===== src/rtl/pdr_pkg.sv =====
package pdr_pkg;

    // Driver ownership of the error line in the current cycle
    typedef enum logic [1:0] {
        DRV_OFF  = 2'd0,
        DRV_ON   = 2'd1,
        DRV_PARK = 2'd2
    } drv_state_e;

    // First pipeline stage: qualified phase and folded parity of data lanes
    typedef struct packed {
        logic chk;
        logic calc;
    } cap_t;

    // Second pipeline stage: verdict for the result cycle
    typedef struct packed {
        logic drive;
        logic err;
    } res_t;

    // Even parity over data and byte lanes plus PAR must fold to zero
    function automatic logic parity_fail(input logic calc, input logic par_bit);
        return calc ^ par_bit;
    endfunction

endpackage


===== src/rtl/pdr_capture.sv =====
module pdr_capture
    import pdr_pkg::*;
#(
    parameter int AD_W = 32,
    parameter int BE_W = AD_W / 8
) (
    input  logic            clk,
    input  logic            rst,
    input  logic [AD_W-1:0] ad,
    input  logic [BE_W-1:0] cbe_n,
    input  logic            data_vld,
    input  logic            rx_role,
    output cap_t            cap_q
);

    cap_t cap_d;

    always_comb begin
        cap_d.chk  = data_vld & rx_role;
        cap_d.calc = (^ad) ^ (^cbe_n);
    end

    always_ff @(posedge clk) begin
        if (rst) cap_q <= '0;
        else     cap_q <= cap_d;
    end

endmodule


===== src/rtl/pdr_check.sv =====
module pdr_check
    import pdr_pkg::*;
(
    input  logic clk,
    input  logic rst,
    input  cap_t cap_i,
    input  logic par,
    input  logic par_resp_en,
    output res_t res_q
);

    res_t res_d;

    always_comb begin
        res_d.err   = cap_i.chk & parity_fail(cap_i.calc, par);
        res_d.drive = cap_i.chk & par_resp_en;
    end

    always_ff @(posedge clk) begin
        if (rst) res_q <= '0;
        else     res_q <= res_d;
    end

    // a verdict exists only for a phase qualified one cycle earlier
    a_r3_err_needs_chk : assert property (@(posedge clk) disable iff (rst)
        res_q.err |-> $past(cap_i.chk));

    // ownership only when the enable was set with PAR
    a_r7_drive_needs_en : assert property (@(posedge clk) disable iff (rst)
        res_q.drive |-> $past(par_resp_en));

endmodule


===== src/rtl/pdr_drive.sv =====
module pdr_drive
    import pdr_pkg::*;
(
    input  logic       clk,
    input  logic       rst,
    input  res_t       res_i,
    output logic       perr_n,
    output logic       perr_oe,
    output drv_state_e state
);

    logic owned_q;

    always_ff @(posedge clk) begin
        if (rst) owned_q <= 1'b0;
        else     owned_q <= res_i.drive;
    end

    always_comb begin
        if (res_i.drive)  state = DRV_ON;
        else if (owned_q) state = DRV_PARK;
        else              state = DRV_OFF;
    end

    assign perr_oe = (state != DRV_OFF);
    assign perr_n  = !((state == DRV_ON) && res_i.err);

    // the park cycle always drives the line high
    a_r6_park_high : assert property (@(posedge clk) disable iff (rst)
        (state == DRV_PARK) |-> (perr_oe && perr_n));

    // park lasts one cycle unless a new phase takes the line
    a_r6_park_once : assert property (@(posedge clk) disable iff (rst)
        (state == DRV_PARK) |=> (state != DRV_PARK));

endmodule


===== src/rtl/par_err_reporter.sv =====
module par_err_reporter
    import pdr_pkg::*;
#(
    parameter int AD_W = 32
) (
    input  logic                  clk,
    input  logic                  rst,
    input  logic [AD_W-1:0]       ad,
    input  logic [AD_W/8-1:0]     cbe_n,
    input  logic                  par,
    input  logic                  data_vld,
    input  logic                  rx_role,
    input  logic                  par_resp_en,
    output logic                  perr_n,
    output logic                  perr_oe,
    output logic                  err_det
);

    localparam int BE_W = AD_W / 8;

    cap_t       cap;
    res_t       res;
    drv_state_e drv_state;

    pdr_capture #(.AD_W(AD_W), .BE_W(BE_W)) u_capture (
        .clk      (clk),
        .rst      (rst),
        .ad       (ad),
        .cbe_n    (cbe_n),
        .data_vld (data_vld),
        .rx_role  (rx_role),
        .cap_q    (cap)
    );

    pdr_check u_check (
        .clk         (clk),
        .rst         (rst),
        .cap_i       (cap),
        .par         (par),
        .par_resp_en (par_resp_en),
        .res_q       (res)
    );

    pdr_drive u_drive (
        .clk     (clk),
        .rst     (rst),
        .res_i   (res),
        .perr_n  (perr_n),
        .perr_oe (perr_oe),
        .state   (drv_state)
    );

    assign err_det = res.err;

    // a low error line is always owned
    a_r4_low_is_driven : assert property (@(posedge clk) disable iff (rst)
        !perr_n |-> perr_oe);

    // a pulse follows a receiving data phase two cycles back
    a_r4_det_timing : assert property (@(posedge clk) disable iff (rst)
        err_det |-> $past(data_vld && rx_role, 2));

    // a low line needs the enable from the PAR cycle
    a_r7_low_needs_en : assert property (@(posedge clk) disable iff (rst)
        !perr_n |-> $past(par_resp_en));

    // release happens only after a high driven cycle
    a_r6_release_high : assert property (@(posedge clk) disable iff (rst)
        $fell(perr_oe) |-> $past(perr_n));

endmodule


===== config.mk =====
export PLATFORM = sky130hd
export DESIGN_NAME = par_err_reporter
export DESIGN_NICKNAME = d
export VERILOG_FILES = /design/src/rtl/pdr_pkg.sv /design/src/rtl/pdr_capture.sv /design/src/rtl/pdr_check.sv /design/src/rtl/pdr_drive.sv /design/src/rtl/par_err_reporter.sv
export SDC_FILE = /design/constraint.sdc
export NUM_CORES = 1
export LEC_CHECK = 0
export BUFFER_PORTS_ARGS = -buffer_cell sky130_fd_sc_hd__buf_2
export CORE_MARGIN = 3
export CORE_UTILIZATION = 28
export CTS_BUF_LIST = sky130_fd_sc_hd__clkbuf_4 sky130_fd_sc_hd__clkbuf_8
export DETAILED_ROUTE_END_ITERATION = 8
export PLACE_DENSITY = 0.75
export RECOVER_POWER = 50
export SLEW_MARGIN = 20
export SYNTH_ARGS = -nofsm -noshare
export SYNTH_HDL_FRONTEND = slang
export SYNTH_SLANG_ARGS = --single-unit

===== constraint.sdc =====
create_clock -name clk -period 1.85 [get_ports clk]
set_input_delay 0 -clock clk [delete_from_list [all_inputs] [get_ports clk]]
set_output_delay 0 -clock clk [all_outputs]
set_load 0.01 [all_outputs]

==> impl_metrics.json, run 1 <==
{
  "slew_viol_final": 0,
  "syn_inst": 48,
  "fin_crit_sh_pct": 93.6,
  "hold_path.startpoint": "par",
  "grt_pass1_wl_mm": 1.45,
  "cpMaxStageDelayCell": "dlygate4sd3_1",
  "cts_resized": 0,
  "nFillCells": 163,
  "crit_path_frequent_cell": "dlygate4sd3_1",
  "track_usage_pct": 9.43,
  "path_delay_family": "buffers and inverters",
  "rr_worst_depth": 2,
  "layout_common_cells": "buf_2 (42), xnor2_1 (28), dlygate4sd3_1 (5), dfxtp_1 (5), clkbuf_4 (4)",
  "timing.rr.start": "u_capture.cap_q[0]$_SDFF_PP0_",
  "portBuffers": 44,
  "cts_tree": "built",
  "drt_first_pass_iters": 1,
  "routed_via_density": 4.19,
  "yosys_warnings": 0,
  "syn_avg_cell_area_um2": 10.0,
  "synth_top_area_cell": "xnor2_1",
  "rr_endpoint": "u_check.res_q[0]$_SDFF_PP0_",
  "start_util_pct": 30.9,
  "final_util_pct": 51.3,
  "dp_slack_ns": 0.411,
  "worstMarginPinSlew_ns": 0.224,
  "finalSetupViolCount": 0,
  "core-area_um2": 1560,
  "antenna_found_initial": 0,
  "drc_errors": 0,
  "synth_top_area_share_pct": 50.9,
  "postSynthNetCount": 90,
  "powerDensity_nw_per_um2": 710,
  "drt-initial-drc-count": 0,
  "syn-cell-area_um2": 482,
  "endpoint_kind": "register",
  "fin_skew_ns": 0.000316,
  "max-cap-violations": 0,
  "start_kind": "primary input",
  "holdWs_ns": 0.0428,
  "ant_nets": 0,
  "post_cts_buffers": 0,
  "fp.dieW_um": 47.5,
  "post-route-min-period_ns": 1.73,
  "rsz0062_at_grt": "false",
  "gp_congestion": 0.617,
  "outcome": "finished clean",
  "critPathKind": "in -> reg",
  "regArea_um2": 100,
  "total_power_uw": 568,
  "clkSlewWorstSetupHoldPaths_ns": 0.04,
  "clock-root-buffer": "clkbuf_4",
  "multi_input_area_um2": 382,
  "drive_gt1_share_pct": 47.5,
  "final_net_count": 144,
  "ir_worst_vdd_mv": 0.284,
  "cp_max_fo": 1,
  "grt_max_degree": 7,
  "cp_cell_sequence": "dlygate4sd3_1 -> buf_2 -> nand2_1 -> dlygate4sd3_1 -> nor2_1 -> dlygate4sd3_1",
  "fmax_mhz": 578,
  "cts_max_level": 1,
  "drt_wl_total_mm": 1.08,
  "yosysSeqAreaShare_pct": 20.8,
  "hold_viol_final": 0,
  "hold_path_class": "in -> reg",
  "leakage_uw": 0.000383,
  "arrival_ns": 1.85,
  "ios": 45,
  "syn_to_final_growth_pct": 66.0,
  "yosys-top-cells-area": "xnor2_1 (51%), dfxtp_1 (21%), xnor3_1 (9.4%)",
  "std_cell_rows": 14,
  "cts.path.max_buffers": 2,
  "setup_slack_ns": 0.119,
  "relSlewSlack_pct": 85.1,
  "ys_ff_latch": 5,
  "reg2reg_slack_ns": 1.20,
  "min_to": "u_check.res_q[0]$_SDFF_PP0_",
  "routed-via-count": 490,
  "layout_commonest_cell": "buf_2",
  "ys_types": 11,
  "routedWlPerCell_um": 9.23,
  "required_ns": 1.97,
  "worst-path-buf-inv": 4,
  "grt_pass1_vias": 439,
  "diodes": 0,
  "chipHeight_um": 47.5,
  "cpPeakStageDelay_ns": 0.56,
  "cts.sinks": 5,
  "clk_latency_ns": 0.24,
  "dieArea_um2": 2250,
  "overflow": 0,
  "holdPathStages": 3,
  "numCtsBuffers": 3,
  "final.setup.tns_ns": 0
}
-- per-stage QoR --
stage,cell area [um^2],cells
6_report,800,117
5_1_grt,800,117
4_1_cts,802,117
3_5_place_dp,722,108
3_3_place_gp,722,108
2_1_floorplan,482,48
-- power breakdown --
group	internal (uW)	switching, uW	leakage (uW)
clock network	96.1	43.6	0.0000184
logic	208	95.1	0.000324
registers	120	4.30	0.0000408
total	425	143	0.000383
-- per-layer routing --
layer	track usage, %	share of wire, %
met1	7.22	31
met2	19.5	57
met3	3.38	11
met4	4.97	1.1
met5	0	0
-- cell families after synthesis --
group         count (synthesis)  share of synthesized area (%)
xor+xnor                     33                           65.7
flops                         5                           20.8
mux                           1                           3.12
simple gates                  9                           10.4
-- synthesized netlist by cell type --
cell type   n
xnor2_1    28
dfxtp_1     5
xor2_1      3
nand2_1     2
nor2_1      2
nor2b_1     2
xnor3_1     2
and3b_1     1
mux2_4      1
nor3b_1     1
or2_2       1
-- worst register-to-register path: cells and delay by family (launching register included) --
kind                      cells  cell delay, ns
xor gates and xnor gates      1            0.11
DFF                           1            0.30
and+or+nand+nor               1            0.16
-- registers in the layout (all words and copies together), names as in the netlist --
signal,cells
u_drive.owned_q,1
u_check.res_q,2
u_capture.cap_q,2
-- worst max path at each step --
stage | from | slack, ns | end | cells past startpoint
after global placement | ad[30] | 0.43 | u_capture.cap_q[0]$_SDFF_PP0_ | 6
after global routing | rx_role | 0.04 | u_capture.cap_q[1]$_SDFF_PP0_ | 6
after CTS | rx_role | 0.18 | u_capture.cap_q[1]$_SDFF_PP0_ | 6
after detailed placement | ad[30] | 0.41 | u_capture.cap_q[0]$_SDFF_PP0_ | 6
after floorplan | ad[30] | 0.57 | u_capture.cap_q[0]$_SDFF_PP0_ | 5
final | rx_role | 0.12 | u_capture.cap_q[1]$_SDFF_PP0_ | 6
-- repair_timing --
action	in CTS	in global routing
setup endpoints to repair	0	0
endpoints found under the hold margin	4	0
hold buffers	5	0
-- cell type report --
type,instances,share of cell area [%]
multi-input cells,43,47.7
repair buffers,49,33.5
flip-flops and latches,5,12.5
clock buffers,4,3.76
well taps,16,2.50
Power figures use the tool's default switching activity.
==> run 2: changes to the inputs <==
--- a/config.mk
+++ b/config.mk
@@ -6,11 +6,11 @@
 export NUM_CORES = 1
 export LEC_CHECK = 0
 export BUFFER_PORTS_ARGS = -buffer_cell sky130_fd_sc_hd__buf_2
-export CORE_MARGIN = 3
-export CORE_UTILIZATION = 28
+export CORE_MARGIN = 2
+export CORE_UTILIZATION = 37
 export CTS_BUF_LIST = sky130_fd_sc_hd__clkbuf_4 sky130_fd_sc_hd__clkbuf_8
 export DETAILED_ROUTE_END_ITERATION = 8
-export PLACE_DENSITY = 0.75
+export PLACE_DENSITY = 0.92
 export RECOVER_POWER = 50
 export SLEW_MARGIN = 20
 export SYNTH_ARGS = -nofsm -noshare
==> constraint.sdc (replaced) <==
create_clock -name clk -period 1.85 [get_ports clk]
set_input_delay 0.2775 -clock clk [delete_from_list [all_inputs] [get_ports clk]]
set_output_delay 0.2775 -clock clk [all_outputs]
set_load 0.01 [all_outputs]
==> run 2 against run 1 <==
  * Die area down 29%
  * Maximum frequency up 16%
  * Global-route usage up 2.8 points
  * Cell count down 5.1%
  * Combinational power about the same
  * Power about the same
  * Clock power about the same
  * Hold slack better by 0.22 ns
  * Register-to-register slack about the same
  * Via count down 1.4%
  * Design area down 6.3%
  * Largest cell class unchanged
==> impl_metrics.json, run 2 (same netlist as run 1, synthesis figures left out) <==
{
  "dp_slack_ns": 0.111,
  "cts.path.max_buffers": 2,
  "required_ns": 1.98,
  "finalSetupViolCount": 0,
  "grt_pass1_wl_mm": 1.22,
  "slew_viol_final": 0,
  "drive_gt1_share_pct": 51.0,
  "overflow": 0,
  "startpoint": "cbe_n[2]",
  "routed-via-count": 483,
  "setup_slack_ns": 0.361,
  "routed_via_density": 4.35,
  "grt_pass1_vias": 371,
  "drt_wl_total_mm": 1.02,
  "rsz0062_at_grt": "false",
  "layout_common_cells": "buf_2 (43), xnor2_1 (28), dfxtp_1 (5)",
  "track_usage_pct": 12.2,
  "clock-root-buffer": "clkbuf_4",
  "fp.dieW_um": 40.1,
  "outcome": "finished clean",
  "cts_resized": 0,
  "clk_latency_ns": 0.24,
  "cpMaxStageDelayCell": "xnor3_1",
  "post_cts_buffers": 0,
  "portBuffers": 44,
  "worstMarginPinSlew_ns": 0.238,
  "cp_cell_sequence": "buf_2 -> xnor2_1 -> xnor2_1 -> xnor2_1 -> xnor3_1 -> mux2_4",
  "hold_buffers": 0,
  "drt_first_pass_iters": 1,
  "ir_worst_vdd_mv": 0.287,
  "fin_crit_sh_pct": 80.5,
  "crit_path_frequent_cell": "xnor2_1",
  "drt-initial-drc-count": 0,
  "syn_to_final_growth_pct": 55.6,
  "fmax_mhz": 672,
  "critPathKind": "in -> reg",
  "top_regs": "u_capture.cap_q: 2 flops, u_check.res_q: 2 flops, u_drive.owned_q: 1 flops",
  "ant_nets": 0,
  "nFillCells": 116,
  "core-area_um2": 1250,
  "std_cell_rows": 13,
  "critPathCapture": "u_capture.cap_q[0]$_SDFF_PP0_",
  "rr_endpoint": "u_check.res_q[0]$_SDFF_PP0_",
  "diodes": 0,
  "hold_viol_final": 0,
  "fin_cells": 111,
  "fin_skew_ns": 0.00114,
  "leakage_uw": 0.000366,
  "cpPeakStageDelay_ns": 0.43,
  "timing.rr.start": "u_capture.cap_q[0]$_SDFF_PP0_",
  "endpoint_kind": "register",
  "ios": 45,
  "powerDensity_nw_per_um2": 758,
  "arrival_ns": 1.61,
  "rr_worst_depth": 2,
  "cts_tree": "built",
  "drc_errors": 0,
  "grt_max_degree": 7,
  "chipHeight_um": 40.1,
  "placed_cells": 107,
  "cts_max_level": 1,
  "layout_commonest_cell": "buf_2",
  "gp_congestion": 0.598,
  "hold_path.startpoint": "rx_role",
  "reg2reg_slack_ns": 1.19,
  "cts.sinks": 5,
  "final_net_count": 139,
  "clkSlewWorstSetupHoldPaths_ns": 0.04,
  "final.setup.tns_ns": 0,
  "start_util_pct": 38.5,
  "routedWlPerCell_um": 9.18,
  "antenna_found_initial": 0,
  "post-route-min-period_ns": 1.49,
  "max-cap-violations": 0,
  "hold_path_class": "in -> reg",
  "start_kind": "primary input",
  "numCtsBuffers": 3,
  "relSlewSlack_pct": 84.1,
  "dieArea_um2": 1610,
  "cp_max_fo": 1
}
[run 2: changes by cell type in the layout (fill, tap and decap cells not counted)]
cell,change
dlygate4sd3_1,-5
buf_2,+1
clkbuf_1,-1
[run 2: through the flow]
step	hold slack, ns	power, uW	area (um^2)	util (%)
2_1_floorplan	0.349	359	482	-
3_3_place_gp	0.456	420	721	57.5
3_5_place_dp	0.470	436	721	57.5
4_1_cts	0.261	580	751	59.9
5_1_grt	0.249	612	749	59.8
6_report	0.261	568	749	59.8
[run 2: power breakdown]
group / switching [uW] / internal, uW
clock network: 43.2 / 96.1
registers: 4.51 / 120
logic: 101 / 202
[run 2: cell type report]
class | instances | area, um^2 | area share [%]
Tap cell | 15 | 18.8 | 2.50
Sequential cell | 5 | 100 | 13.4
Multi-Input combinational cell | 43 | 382 | 50.9
Timing Repair Buffer | 44 | 219 | 29.2
Clock buffer | 4 | 30.0 | 4.01
[run 2: worst max-delay path: cells and delay by family]
| kind | cells | cell delay (ns) |
|---|---|---|
| xor gates and xnor gates | 4 | 0.93 |
| buffers and inverters | 1 | 0.10 |
| muxes | 1 | 0.31 |
[run 2: layer usage]
| layer | vias up | track usage (%) | wire length [um] |
|---|---|---|---|
| met4 | 0 | 7.76 | 24 |
| met1 | 210 | 6.69 | 274 |
| met3 | 4 | 5.00 | 86 |
| li1 | 245 | - | - |
| met5 | - | 0 | 0 |
| met2 | 24 | 27.4 | 633 |
[run 2: how the worst min path moves through the flow]
| stage | to | slack (ns) | cells after the start |
|---|---|---|---|
| 2_1_floorplan | u_capture.cap_q[1]$_SDFF_PP0_ | 0.35 | 1 |
| 3_3_place_gp | u_check.res_q[0]$_SDFF_PP0_ | 0.46 | 1 |
| 3_5_place_dp | u_drive.owned_q$_SDFF_PP0_ | 0.47 | 1 |
| 4_1_cts | u_capture.cap_q[1]$_SDFF_PP0_ | 0.26 | 3 |
| 5_1_grt | u_capture.cap_q[1]$_SDFF_PP0_ | 0.25 | 3 |
| 6_report | u_capture.cap_q[1]$_SDFF_PP0_ | 0.26 | 3 |
==> run 3: changes to the inputs <==
--- a/config.mk
+++ b/config.mk
@@ -7,10 +7,10 @@
 export LEC_CHECK = 0
 export BUFFER_PORTS_ARGS = -buffer_cell sky130_fd_sc_hd__buf_2
 export CORE_MARGIN = 2
-export CORE_UTILIZATION = 37
+export CORE_UTILIZATION = 33
 export CTS_BUF_LIST = sky130_fd_sc_hd__clkbuf_4 sky130_fd_sc_hd__clkbuf_8
 export DETAILED_ROUTE_END_ITERATION = 8
-export PLACE_DENSITY = 0.92
+export PLACE_DENSITY = 0.87
 export RECOVER_POWER = 50
 export SLEW_MARGIN = 20
 export SYNTH_ARGS = -nofsm -noshare
==> constraint.sdc (replaced) <==
create_clock -name clk -period 1.2 [get_ports clk]
set_input_delay 0.18 -clock clk [delete_from_list [all_inputs] [get_ports clk]]
set_output_delay 0.18 -clock clk [all_outputs]
set_load 0.01 [all_outputs]
==> run 3 against run 2 <==
  * The flow now finishes with violations (setup timing)
  * Clock skew is 0.00062 ns higher
  * Die area is 11% higher
  * Via count is 2.3% higher
  * Hold slack worse by 0.070 ns
  * Sequential share of layout area is 1.8 points lower
  * Global-route usage is 2.2 points higher
  * Critical path type unchanged
  * Sequential power is 54% higher
==> impl_metrics.json, run 3 (same netlist as run 1, synthesis figures left out) <==
{
  "track_usage_pct": 14.4,
  "ant_nets": 0,
  "cp_cell_sequence": "buf_6 -> xor2_2 -> xnor2_2 -> xnor2_1 -> xnor3_1 -> mux2_4",
  "rr_endpoint": "u_check.res_q[0]$_SDFF_PP0_",
  "fin_area_um2": 867,
  "max-cap-violations": 0,
  "chipHeight_um": 42.2,
  "ir_worst_vdd_mv": 0.518,
  "cts_max_level": 1,
  "drive_gt1_share_pct": 60.4,
  "drc_errors": 0,
  "path_delay_family": "XOR/XNOR gates",
  "drt_first_pass_iters": 2,
  "cpPeakStageDelay_ns": 0.42,
  "arrival_ns": 1.47,
  "cts.sinks": 5,
  "routedWlPerCell_um": 10.0,
  "clkSlewWorstSetupHoldPaths_ns": 0.04,
  "portBuffers": 44,
  "timing.rr.start": "u_capture.cap_q[0]$_SDFF_PP0_",
  "placed_cells": 107,
  "reg2reg_slack_ns": 0.52,
  "powerDensity_nw_per_um2": 1050,
  "start_kind": "primary input",
  "finalSetupViolCount": 1,
  "core-area_um2": 1330,
  "holdPathStages": 3,
  "diodes": 0,
  "numCtsBuffers": 3,
  "layout_common_cells": "buf_2 (35), xnor2_1 (20), xnor2_2 (8), buf_6 (8), dfxtp_1 (5)",
  "endpoint_kind": "register",
  "ios": 45,
  "hold_path.startpoint": "rx_role",
  "postPlaceCellArea_um2": 728,
  "required_ns": 1.32,
  "fp.dieW_um": 42.2,
  "fin_skew_ns": 0.00176,
  "rr_worst_depth": 2,
  "drt_wl_total_mm": 1.11,
  "clk_latency_ns": 0.24,
  "fmax_mhz": 741,
  "slew_viol_final": 0,
  "worst-path-buf-inv": 1,
  "fin_cells": 111,
  "outcome": "complete, but fails checks",
  "antenna_found_initial": 0,
  "post-route-min-period_ns": 1.35,
  "min_to": "u_capture.cap_q[1]$_SDFF_PP0_",
  "start_util_pct": 36.1,
  "hold_viol_final": 0,
  "layout_commonest_cell": "buf_2",
  "setup_slack_ns": -0.150,
  "final.setup.tns_ns": -0.150,
  "overflow": 0,
  "routed-via-count": 494,
  "fin_crit_sh_pct": 112,
  "dieArea_um2": 1780,
  "gp_congestion": 0.647,
  "top_regs": "u_capture.cap_q: 2 flops, u_check.res_q: 2 flops, u_drive.owned_q: 1 flops",
  "grt_max_degree": 7,
  "leakage_uw": 0.000429,
  "cp_max_fo": 1,
  "failed_checks": "setup timing",
  "grt_pass1_wl_mm": 1.95,
  "cts.path.max_buffers": 2,
  "std_cell_rows": 13,
  "dp_slack_ns": -0.414,
  "hold_path_class": "in -> reg",
  "routed_via_density": 4.45,
  "grt_pass1_vias": 533,
  "cts_tree": "built",
  "syn_to_final_growth_pct": 80.0,
  "total_power_uw": 913,
  "cpMaxStageDelayCell": "xnor3_1",
  "hold_buffers": 0,
  "critPathKind": "in -> reg",
  "rsz0062_at_grt": "true",
  "relSlewSlack_pct": 84.4,
  "clock-root-buffer": "clkbuf_4",
  "final_net_count": 139,
  "worstMarginPinSlew_ns": 0.234,
  "drt-initial-drc-count": 5
}
==> run 3: cell counts in the layout (fill, tap and decap cells not counted) <==
Identical to the previous run, type by type.
==> run 3: how the worst max path moves through the flow <==
stage | startpoint | cells after the start | slack, ns | endpoint
3_5_place_dp | ad[15] | 6 | -0.41 | u_capture.cap_q[0]$_SDFF_PP0_
5_1_grt | ad[21] | 6 | -0.23 | u_capture.cap_q[0]$_SDFF_PP0_
6_report | ad[21] | 6 | -0.15 | u_capture.cap_q[0]$_SDFF_PP0_
4_1_cts | ad[2] | 6 | -0.16 | u_capture.cap_q[0]$_SDFF_PP0_
2_1_floorplan | ad[18] | 5 | -0.24 | u_capture.cap_q[0]$_SDFF_PP0_
3_3_place_gp | ad[18] | 6 | -0.38 | u_capture.cap_q[0]$_SDFF_PP0_
==> run 3: repair_timing <==
action | in CTS | in global routing
pin swaps | 8 | 7
endpoints found under the hold margin | 0 | 0
gates resized for setup | 9 | 7
setup endpoints to repair | 1 | 1
setup buffers | 0 | 0
==> run 3: tightest hold or removal path: cells and delay by family <==
| kind | cells | cell delay, ns |
|---|---|---|
| AND/OR/NAND/NOR | 2 | 0.10 |
| buffers and inverters | 1 | 0.09 |
==> run 3: metrics by stage <==
stage	hold WS (ns)	util, %
after global placement	0.411	54.6
after global routing	0.202	65.0
after CTS	0.177	61.4
after floorplan	0.252	-
after detailed placement	0.426	54.6
final	0.191	65.0
==> run 3: cell type report <==
cell class,count,area (um^2)
Clock buffer,4,30.0
Sequential cell,5,100
Fill cell,117,467
Tap cell,15,18.8
Timing Repair Buffer,44,269
Multi-Input combinational cell,43,449
==> run 3: power breakdown <==
part	leakage [uW]	internal, uW	switching [uW]
registers	0.0000408	186	6.32
clock network	0.0000184	148	64.0
logic	0.000370	349	160
total	0.000429	683	230
==> run 3: per-layer routing <==
layer | vias to the layer above | global-route usage [%] | share of wire [%]
li1 | 243 | - | -
met1 | 226 | 11.5 | 29
met2 | 21 | 31.1 | 64
met3 | 4 | 1.72 | 5.4
met4 | 0 | 8.75 | 1.7
met5 | - | 0 | 0
